[src/rtl/dmak_pkg.sv]
package dmak_pkg;

    localparam int unsigned WORD_W = 32;
    localparam int unsigned SEL_W  = 2;

    localparam int unsigned CTRL_BUSY_BIT  = 0;
    localparam int unsigned CTRL_SHORT_BIT = 1;

    typedef enum logic [SEL_W-1:0] {
        SEL_DEST  = 2'd0,
        SEL_COUNT = 2'd1,
        SEL_CTRL  = 2'd2
    } reg_sel_e;

    typedef enum logic {
        ST_IDLE = 1'b0,
        ST_BUSY = 1'b1
    } seq_state_e;

    typedef struct packed {
        logic [WORD_W-1:0] addr;
        logic [WORD_W-1:0] len;
        logic              sink;
    } xfer_req_t;

    // Ones in bit positions lo..hi, zeros elsewhere.
    function automatic logic [WORD_W-1:0] window_mask(int unsigned lo, int unsigned hi);
        logic [WORD_W-1:0] m;
        m = '0;
        for (int unsigned b = 0; b < WORD_W; b++) begin
            if (b >= lo && b <= hi) m[b] = 1'b1;
        end
        return m;
    endfunction

endpackage

[src/rtl/dmak_regfile.sv]
module dmak_regfile
    import dmak_pkg::*;
(
    input  logic              clk,
    input  logic              rst,
    input  logic              wr_en,
    input  logic [SEL_W-1:0]  wr_sel,
    input  logic [WORD_W-1:0] wr_data,
    input  logic [SEL_W-1:0]  rd_sel,
    input  logic              busy,
    input  logic              short_q,
    output logic [WORD_W-1:0] dest_q,
    output logic [WORD_W-1:0] count_q,
    output logic              kick,
    output logic [WORD_W-1:0] rd_data
);

    always_ff @(posedge clk) begin
        if (rst) begin
            dest_q  <= '0;
            count_q <= '0;
        end else if (wr_en) begin
            if (wr_sel == SEL_DEST)  dest_q  <= wr_data;
            if (wr_sel == SEL_COUNT) count_q <= wr_data;
        end
    end

    // Only a one in the start bit means anything; a zero is dropped.
    assign kick = wr_en && (wr_sel == SEL_CTRL) && wr_data[CTRL_BUSY_BIT];

    always_comb begin
        rd_data = '0;
        case (rd_sel)
            SEL_DEST:  rd_data = dest_q;
            SEL_COUNT: rd_data = count_q;
            SEL_CTRL: begin
                rd_data[CTRL_BUSY_BIT]  = busy;
                rd_data[CTRL_SHORT_BIT] = short_q;
            end
            default:   rd_data = '0;
        endcase
    end

endmodule

[src/rtl/dmak_seq.sv]
module dmak_seq
    import dmak_pkg::*;
#(
    parameter int unsigned ALIGN_LSB   = 5,
    parameter int unsigned SPACE_MSB   = 28,
    parameter int unsigned REGION_W    = 4,
    parameter logic [REGION_W-1:0] SINK_REGION = 4'h1
) (
    input  logic              clk,
    input  logic              rst,
    input  logic              kick,
    input  logic [WORD_W-1:0] dest_q,
    input  logic [WORD_W-1:0] count_q,
    input  logic              mv_done,
    output logic              busy,
    output xfer_req_t         req,
    output logic              finish
);

    localparam logic [WORD_W-1:0] ADDR_MASK = window_mask(ALIGN_LSB, SPACE_MSB);
    localparam int unsigned REGION_LSB = WORD_W - REGION_W;

    seq_state_e        state;
    logic [WORD_W-1:0] aligned;
    logic              in_sink;

    assign aligned = dest_q & ADDR_MASK;
    assign in_sink = (aligned[WORD_W-1:REGION_LSB] == SINK_REGION);

    always_ff @(posedge clk) begin
        if (rst) begin
            state <= ST_IDLE;
            req   <= '0;
        end else begin
            case (state)
                ST_IDLE: begin
                    if (kick) begin
                        state    <= ST_BUSY;
                        req.addr <= aligned;
                        req.len  <= count_q;
                        req.sink <= in_sink;
                    end
                end
                ST_BUSY: begin
                    if (mv_done) state <= ST_IDLE;
                end
                default: state <= ST_IDLE;
            endcase
        end
    end

    assign busy   = (state == ST_BUSY);
    assign finish = busy && mv_done;

endmodule

[src/rtl/dmak_event.sv]
module dmak_event
    import dmak_pkg::*;
#(
    parameter int unsigned EVT_W   = 6,
    parameter int unsigned EVT_NUM = 19
) (
    input  logic              clk,
    input  logic              rst,
    input  logic              finish,
    input  logic [WORD_W-1:0] mv_bytes,
    input  logic [WORD_W-1:0] req_len,
    output logic              evt_valid,
    output logic [EVT_W-1:0]  evt_id,
    output logic              short_q
);

    always_ff @(posedge clk) begin
        if (rst) begin
            evt_valid <= 1'b0;
            short_q   <= 1'b0;
        end else begin
            evt_valid <= finish;
            if (finish) short_q <= (mv_bytes < req_len);
        end
    end

    assign evt_id = EVT_W'(EVT_NUM);

endmodule

[src/rtl/dma_kick.sv]
module dma_kick
    import dmak_pkg::*;
#(
    parameter int unsigned ALIGN_LSB   = 5,
    parameter int unsigned SPACE_MSB   = 28,
    parameter int unsigned REGION_W    = 4,
    parameter logic [REGION_W-1:0] SINK_REGION = 4'h1,
    parameter int unsigned EVT_W       = 6,
    parameter int unsigned EVT_NUM     = 19
) (
    input  logic              clk,
    input  logic              rst,
    input  logic              wr_en,
    input  logic [SEL_W-1:0]  wr_sel,
    input  logic [WORD_W-1:0] wr_data,
    input  logic [SEL_W-1:0]  rd_sel,
    output logic [WORD_W-1:0] rd_data,
    output logic              req_valid,
    output logic [WORD_W-1:0] req_addr,
    output logic [WORD_W-1:0] req_len,
    output logic              req_sink,
    input  logic              mv_done,
    input  logic [WORD_W-1:0] mv_bytes,
    output logic              evt_valid,
    output logic [EVT_W-1:0]  evt_id
);

    logic [WORD_W-1:0] dest_q;
    logic [WORD_W-1:0] count_q;
    logic              kick;
    logic              busy;
    logic              finish;
    logic              short_q;
    xfer_req_t         req;

    dmak_regfile u_regs (
        .clk     (clk),
        .rst     (rst),
        .wr_en   (wr_en),
        .wr_sel  (wr_sel),
        .wr_data (wr_data),
        .rd_sel  (rd_sel),
        .busy    (busy),
        .short_q (short_q),
        .dest_q  (dest_q),
        .count_q (count_q),
        .kick    (kick),
        .rd_data (rd_data)
    );

    dmak_seq #(
        .ALIGN_LSB   (ALIGN_LSB),
        .SPACE_MSB   (SPACE_MSB),
        .REGION_W    (REGION_W),
        .SINK_REGION (SINK_REGION)
    ) u_seq (
        .clk     (clk),
        .rst     (rst),
        .kick    (kick),
        .dest_q  (dest_q),
        .count_q (count_q),
        .mv_done (mv_done),
        .busy    (busy),
        .req     (req),
        .finish  (finish)
    );

    dmak_event #(
        .EVT_W   (EVT_W),
        .EVT_NUM (EVT_NUM)
    ) u_evt (
        .clk       (clk),
        .rst       (rst),
        .finish    (finish),
        .mv_bytes  (mv_bytes),
        .req_len   (req.len),
        .evt_valid (evt_valid),
        .evt_id    (evt_id),
        .short_q   (short_q)
    );

    assign req_valid = busy;
    assign req_addr  = req.addr;
    assign req_len   = req.len;
    assign req_sink  = req.sink;

endmodule

[config.mk]
export PLATFORM = sky130hd
export DESIGN_NAME = dma_kick
export DESIGN_NICKNAME = d
export VERILOG_FILES = /design/src/rtl/dmak_pkg.sv /design/src/rtl/dmak_regfile.sv /design/src/rtl/dmak_seq.sv /design/src/rtl/dmak_event.sv /design/src/rtl/dma_kick.sv
export SDC_FILE = /design/constraint.sdc
export NUM_CORES = 1
export LEC_CHECK = 0
export ABC_AREA = 1
export BUFFER_PORTS_ARGS = -buffer_cell sky130_fd_sc_hd__buf_2
export CELL_PAD_IN_SITES_DETAIL_PLACEMENT = 1
export CELL_PAD_IN_SITES_GLOBAL_PLACEMENT = 1
export CORE_ASPECT_RATIO = 0.7
export CORE_UTILIZATION = 36
export CTS_CLUSTER_SIZE = 40
export DETAILED_ROUTE_END_ITERATION = 10
export HOLD_SLACK_MARGIN = 0.12
export PLACE_DENSITY = 0.81
export SLEW_MARGIN = 5
export SYNTH_ARGS = -nofsm -noshare
export SYNTH_HDL_FRONTEND = slang
export SYNTH_SLANG_ARGS = --single-unit
[constraint.sdc]
create_clock -name clk -period 1.7 [get_ports clk]
set_input_delay 0.085 -clock clk [delete_from_list [all_inputs] [get_ports clk]]
set_output_delay 0.085 -clock clk [all_outputs]
set_load 0.05 [all_outputs]
Word level (Yosys, flattened, before mapping)
Index checks and enable logic that the tools add are counted.

Bits in registers: 124. Logic and storage cells: 27.

Equal/unequal tests: 4. Bitwise logic cells: 1. Muxes and demuxes: 5. $lt $le $gt $ge: 1. Reduce and logical (&&, ||, !) cells: 8.

Operators by type and width (number): one-hot mux 30 bit (2 select lines) (1); less-than comparator 32 bit (1); one-hot mux 2 bit (3 select lines) (1); AND reduction 2 bit (3); == test 2 x 1 -> 1 bit, second input constant (2); == test 2 bit, second input constant (2); zero test 2 bit (2); logical AND 1 bit (3); 2-to-1 mux 1 bit (2); one-hot mux 1 bit (2 select lines) (1); NOT 1 bit (1).

Logic depth before layout (Yosys ltp)
Gate-level depths: netlist of run 1.

Depth after elaboration: 5. Gate-level depth with buffers: 13. Mapped depth without buffers: 13.

By module
A second synthesis of run 1 with hierarchy kept.

Cells, all modules: 1017. Area total of the unflattened synthesis: 6527.5 sq um.

Modules (own cells, without submodules): dmak_regfile (seq. area each 1281.2 sq um, cells each 491, instances 1, area each 3090.5 sq um); dmak_seq (seq. area each 1141.1 sq um, cells each 379, instances 1, area each 2491.1 sq um); dmak_event (seq. area each 40.0 sq um, cells each 147, instances 1, area each 945.9 sq um).

Worst setup path before layout of run 1
Ideal clock, no wire load.

Kind: reg2reg. From: reg u_seq.req[6] (netlist name). To: reg u_evt.short_q. Arrival time: 1647 ps. Cell stages (with the launch flop): 12. Library setup time: 70 ps. Clock period less this slack: 1717 ps. Slack: -17 ps. Cells stage by stage: dfxtp_1 inv_1 ha_1 a21oi_1 nor2_1 nor3_1 nand2_1 nand2_1 nand2_1 nand2_1 nand2_1 a21oi_1.

Word-level cells in the longest chain between the ends: 1.

Ends and longest elaborated chain: less-than comparator 32 bit (RTL line dmak_event.sv:23) `if (finish) short_q <= (mv_bytes < req_len);`; end signal, assigned (RTL line dmak_event.sv:23); end, declared (RTL line dmak_event.sv:14) `output logic short_q`.

Every way passes these cells. A chain may end at the register's enable or synchronous reset.

Final worst setup path of run 1
From: reg u_seq.req[4] (netlist name). To: reg u_evt.short_q.

Word-level cells in the longest chain between the ends: 1.

Ends and longest elaborated chain (RTL line): less-than comparator 32 bit (dmak_event.sv:23).

Every way passes these cells.

==> impl_results.md, run 1 <==
- Clock Sinks: 123
- Area leader, netlist: dfxtp_1
- Final Cycle Share: 0.921
- Routed vias: 5,438
- Drt total wl: 18,800 um
- Die X: 150 um
- Clock Root Buffer: clkbuf_16
- Routability Congestion: 0.792
- Initial core utilization: 0.374
- Number of global-route vias before repair: 5,350
- Post-synthesis sequential area ratio: 0.443
- Syn Area/Cell: 7.89 sq um
- Die Footprint: 15,900 sq um
- TritonCTS clock tree: done
- Max cap viols: 0
- Drc violations: 0
- Unrepaired setup endpoints after global routing: false
- Post-route insts no fill: 1,100
- R2r setup slk: 0.13 ns
- Most frequent cell after synthesis: nand2_1
- Crit path max fanout: 2
- Total CTS buffers: 17
- Maximum buffer depth of the clock tree: 2
- Top_reg_cell synth: dfxtp_1
- I/O Pins: 177
- CTS H-tree depth: 4
- Final core utilization: 0.506
- Fraction of registers with async set or reset after synthesis: 0
- YS warnings: 0
- Clock Latency Late Sink: 0.41 ns
- Reg2Reg Depth: 11
- Leak pwr: 3.34 nW
- Max IR drop VDD: 565 uV
- Share of post-route cells with drive strength above 1: 0.270
- Initial antenna violation count: 2
- Post-Syn Instances: 704
- Max Clock Freq: 0.639 GHz
- Total GRT Usage: 0.239
- Crit. End Element: flip-flop
- Post-CTS setup buffers: 0
- Final-report max-slew violation count: 0
- Cell Rows: 37
- Pin count of the biggest net entering global routing: 41
- Post-route antenna net violation count: 0
- Grt total ovfl: 0
- Minimum clock period: 1.57 ns
- Nets: 994
- Clock Skew: 0.00869 ns
- Top area cells in the synthesized netlist: dfxtp_1 (44%), nand2_1 (14%), a21oi_1 (9.4%)
- Final hold vios: 0
- Hold Path Class: in -> reg
- TNS Setup: 0 ns
- Mapped Area: 5560 sq um
- DRT iter0 DRCs: 272
- Worst-Margin Slew: 0.639 ns
- Fillers: 1,843
- Vias/cell: 4.94
- Rel. slew slack: 0.573
- Placed cells: 1,033
- Reg2reg end: u_evt.short_q
- Startpoint types: flip-flop
- Crit path cell chain: inv_1, ha_1, a21oi_1, nand2_1, nand2_1, nand2_1, nand2_1, nand2_1, nand2_1, nand2_1, a21oi_1
- Number of synthesized flops with an enable pin: 0
- Max stage delay on crit path: 0.34 ns
- Clock-pin slew on the worst setup and hold paths: 0.06 ns
- Required time of the worst setup path: 2.04 ns
- Area Overhead vs Synth: 35.5%
- Crit path launch: u_seq.req[4]
- First-pass GRT wire length: 28,800 um
- DP HPWL: 13,000 um
- CP max stage cell: dfxtp_1
- Core Region: 14,900 sq um
- Critical Path End: u_evt.short_q
- Most frequent CP cell: nand2_1
- Synth Register Bits: 123
- R2r startpoint: u_seq.req[4]
- Final setup fails: 0
- Port bufs: 162
- Post-DR wirelength/cell: 17.1 um
- Post-synth top cells: nand2_1 (212), dfxtp_1 (123), a21oi_1 (104), nor2_1 (46), inv_1 (44)
- Post-synth top area share: 0.443
- Worst EP arrival: 1.90 ns
- Post-synth cell types: 23
- DRT Pass-1 Iters: 4
- Power per cell area: 1010 nW/um^2
- Die H: 106 um
- Status: finished clean
- Crit Path Class: reg -> reg
[cell type report]
| type | count | area, sq um | share of cell area |
|---|---|---|---|
| clock inverter | 14 | 160 | 0.0213 |
| antenna | 1 | 2.50 | 0.000333 |
| sequential | 123 | 2470 | 0.328 |
| timing repair buffer | 214 | 1390 | 0.185 |
| inverter | 48 | 180 | 0.0239 |
| tap | 195 | 244 | 0.0324 |
| multi-input combinational | 487 | 2650 | 0.353 |
| clock buffer | 18 | 429 | 0.0570 |
[through the flow]
step / total power, mW / hold slack (ns) / worst slack, ns / instance area (sq um)
global placement: 3.95 / 0.347 / 0.265 / 6590
detailed placement: 3.97 / 0.357 / 0.186 / 6590
finish: 7.63 / 0.211 / 0.134 / 7530
global route: 7.93 / 0.224 / 0.00370 / 7520
CTS: 7.69 / 0.193 / 0.130 / 7520
floorplan: 3.68 / 0.228 / 0.00601 / 5610
[logic make-up (layout without fill, tap and decap cells)]
logic type,after synthesis,in the layout,share of synthesized area
flops,123,123,0.443
fa+ha+maj,31,31,0.0698
compound gates,172,172,0.207
buf+inv,106,294,0.0899
other cells,2,15,0.00135
simple gates,270,270,0.189
[placed cells by master (no fill, tap or decap), types with 19 or more instances in the layout]
| cell | Yosys | final |
|---|---|---|
| nand2_1 | 212 | 212 |
| buf_2 | 12 | 161 |
| dfxtp_1 | 123 | 119 |
| a21oi_1 | 104 | 104 |
| inv_1 | 44 | 44 |
| nor2_1 | 46 | 44 |
| dlygate4sd3_1 | 0 | 34 |
| ha_1 | 31 | 31 |
| a22o_1 | 30 | 30 |
| a211oi_2 | 19 | 19 |
[how the worst min path moves through the flow]
| stage | from | endpoint | slack [ns] | depth (start not counted) |
|---|---|---|---|---|
| global route | wr_sel[1] | u_regs.count_q[14] | 0.22 | 5 |
| finish | wr_sel[1] | u_regs.count_q[14] | 0.21 | 5 |
| global placement | wr_data[2] | u_regs.dest_q[2] | 0.35 | 3 |
| floorplan | wr_data[1] | u_regs.dest_q[1] | 0.23 | 2 |
| detailed placement | wr_data[3] | u_regs.dest_q[3] | 0.36 | 3 |
| CTS | wr_sel[1] | u_regs.count_q[12] | 0.19 | 5 |
[worst max-delay path: cells and delay by family (launching register included)]
| family | cells | cell delay [ns] |
|---|---|---|
| flops | 1 | 0.34 |
| fa+ha+maj | 1 | 0.32 |
| compound gates | 2 | 0.33 |
| buf+inv | 1 | 0.07 |
| simple gates | 7 | 0.43 |
[metal layers]
metal	global-route usage	vias up	wire (um)
li1	-	2685	-
met3	0.0541	13	1350
met2	0.347	181	7890
met5	0	-	17
met1	0.351	2557	9410
met4	0.0628	2	119
[sequential cells by signal (all words and copies together) (netlist names)]
register	cells
u_regs.count_q	32
u_regs.dest_q	32
u_evt.evt_valid	1
u_seq.req	56
u_evt.short_q	1
u_seq.busy	1
[where the power goes]
group / total, mW / switching (mW) / internal (mW)
Sequential: 3.02 / 0.0609 / 2.96
Combinational: 0.957 / 0.633 / 0.324
Clock: 3.65 / 1.46 / 2.19
Total: 7.63 / 2.16 / 5.48
[repair_timing]
action                     CTS  global route
hold endpoints to repair    68             0
setup endpoints to repair    0             1
resized for setup            0             1
hold buffers                34             0
No activity file was read; power rests on OpenSTA's default activity.
==> run 2: changes to the inputs <==
BUFFER_PORTS_ARGS = -buffer_cell sky130_fd_sc_hd__buf_4   (was -buffer_cell sky130_fd_sc_hd__buf_2)
CORE_MARGIN = 5   (was not set)
==> impl_results.md, run 2 (synthesis results as in run 1) <==
- Status: finished clean
- Clock Skew: 0.0122 ns
- Initial core utilization: 0.363
- CP top delay family: compound AO/OA/AOI/OAI gates
- First-pass GRT wire length: 30,800 um
- Post-DR wirelength/cell: 17.9 um
- Tot Pwr: 7.78 mW
- Final setup fails: 0
- Rel. slew slack: 0.590
- Final hold vios: 0
- Die Footprint: 18,100 sq um
- WP buf/inv: 1
- Largest Register: u_seq.req
- Clock Latency Late Sink: 0.40 ns
- Reg2reg end: u_evt.short_q
- Post-route insts no fill: 1,102
- DRT Pass-1 Iters: 4
- Drc violations: 0
- I/O Pins: 177
- Max FFs per register: 56
- Cell Rows: 38
- Clock-pin slew on the worst setup and hold paths: 0.06 ns
- Crit. End Element: flip-flop
- Pin count of the biggest net entering global routing: 50
- Dpl ws: 0.194 ns
- Port bufs: 162
- Required time of the worst setup path: 2.03 ns
- Area Overhead vs Synth: 42.5%
- Die H: 114 um
- Max Clock Freq: 0.654 GHz
- Number of global-route vias before repair: 5,598
- Routability Congestion: 0.837
- Crit path max fanout: 2
- Share of post-route cells with drive strength above 1: 0.268
- CP max stage cell: dfxtp_1
- Power per cell area: 983 nW/um^2
- Nets: 992
- DP HPWL: 13,800 um
- Max cap viols: 0
- Max IR drop VDD: 524 uV
- Commonest cells after routing, fill and taps aside: nand2_1 (212), buf_4 (172), dfxtp_1 (119)
- R2r startpoint: u_seq.req[12]
- R2r setup slk: 0.17 ns
- Hold Path Class: in -> reg
- Cell depth of the worst setup path: 9
- Hold path cells: 2
- Worst EP arrival: 1.86 ns
- Startpoint types: flip-flop
- Maximum buffer depth of the clock tree: 2
- Unrepaired setup endpoints after global routing: false
- Crit path launch: u_seq.req[12]
- Final core utilization: 0.517
- Max stage delay on crit path: 0.34 ns
- Leak pwr: 3.40 nW
- Final-report max-slew violation count: 0
- Setup WS post-layout: 0.170 ns
- Clock Sinks: 123
- Minimum clock period: 1.53 ns
- Clock Root Buffer: clkbuf_16
- Drt total wl: 19,700 um
- Total CTS buffers: 17
- Die X: 158 um
- Largest regs: u_seq.req (56), u_regs.count_q (32), u_regs.dest_q (32)
- TritonCTS clock tree: done
- Grt total ovfl: 0
- Vias/cell: 4.96
- Antenna diodes: 0
- Post-route antenna net violation count: 0
- Critical Path End: u_evt.short_q
- Final Cycle Share: 0.900
- Core Region: 15,300 sq um
- Initial antenna violation count: 0
- CTS H-tree depth: 4
- Placed cells: 1,037
- Commonest non-fill, non-tap cell in the layout: nand2_1
- Total GRT Usage: 0.218
- Worst-Margin Slew: 0.613 ns
- Routed vias: 5,466
- Crit path cell chain: inv_1, ha_1, a21oi_1, o21ai_1, a21oi_1, nand2_1, nand2_1, nand2_1, a21oi_1
- TNS Setup: 0 ns
- Reg2Reg Depth: 9
- Crit Path Class: reg -> reg
- DRT iter0 DRCs: 238
## run 2: changes by cell type in the layout (fill, tap and decap cells not counted), sizes merged
cell / before / now
bufinv: 2 / 3
clkinvlp: 4 / 2
diode: 1 / 0
buf: 180 / 179
dlygate4sd3: 34 / 33
inv: 54 / 50
clkinv: 2 / 6
clkbuf: 18 / 19
## run 2: final cells by class
cell class	count	area (sq um)
clock buffers	19	443
clock inverters	13	168
fillers	1864	7390
inverters	48	180
multi-input cells	487	2650
flip-flops and latches	123	2470
well taps	200	250
repair buffers	212	1760
## run 2: metrics by stage
step | instance area (sq um) | hold WS (ns)
6_report | 7920 | 0.149
5_1_grt | 7920 | 0.158
4_1_cts | 7920 | 0.134
3_5_place_dp | 6980 | 0.359
3_3_place_gp | 6980 | 0.348
2_1_floorplan | 5610 | 0.228
## run 2: where the power goes
group	internal, mW	leakage [nW]	switching, mW
logic	0.386	2.11	0.629
clock network	2.36	0.294	1.38
registers	2.96	0.999	0.0695
## run 2: timing repair
action | 4_1_cts | 5_1_grt
hold endpoints to repair | 67 | 0
buffers inserted | 0 | 0
hold buffers | 33 | 0
setup endpoints to repair | 0 | 1
resized for setup | 0 | 1
## run 2: per-layer routing
metal | up-vias | track usage | wire (um)
met5 | - | 0 | 0
met4 | 0 | 0.0653 | 299
met3 | 24 | 0.0478 | 1510
met2 | 152 | 0.328 | 8620
met1 | 2626 | 0.313 | 9290
li1 | 2664 | - | -
## run 2: worst min-delay path by stage
stage	to	from	slack, ns
6_report	u_seq.req[22]	rst	0.15
5_1_grt	u_seq.req[25]	rst	0.16
4_1_cts	u_seq.req[22]	rst	0.13
3_5_place_dp	u_regs.dest_q[25]	wr_data[25]	0.36
3_3_place_gp	u_regs.dest_q[27]	wr_data[27]	0.35
2_1_floorplan	u_regs.dest_q[1]	wr_data[1]	0.23
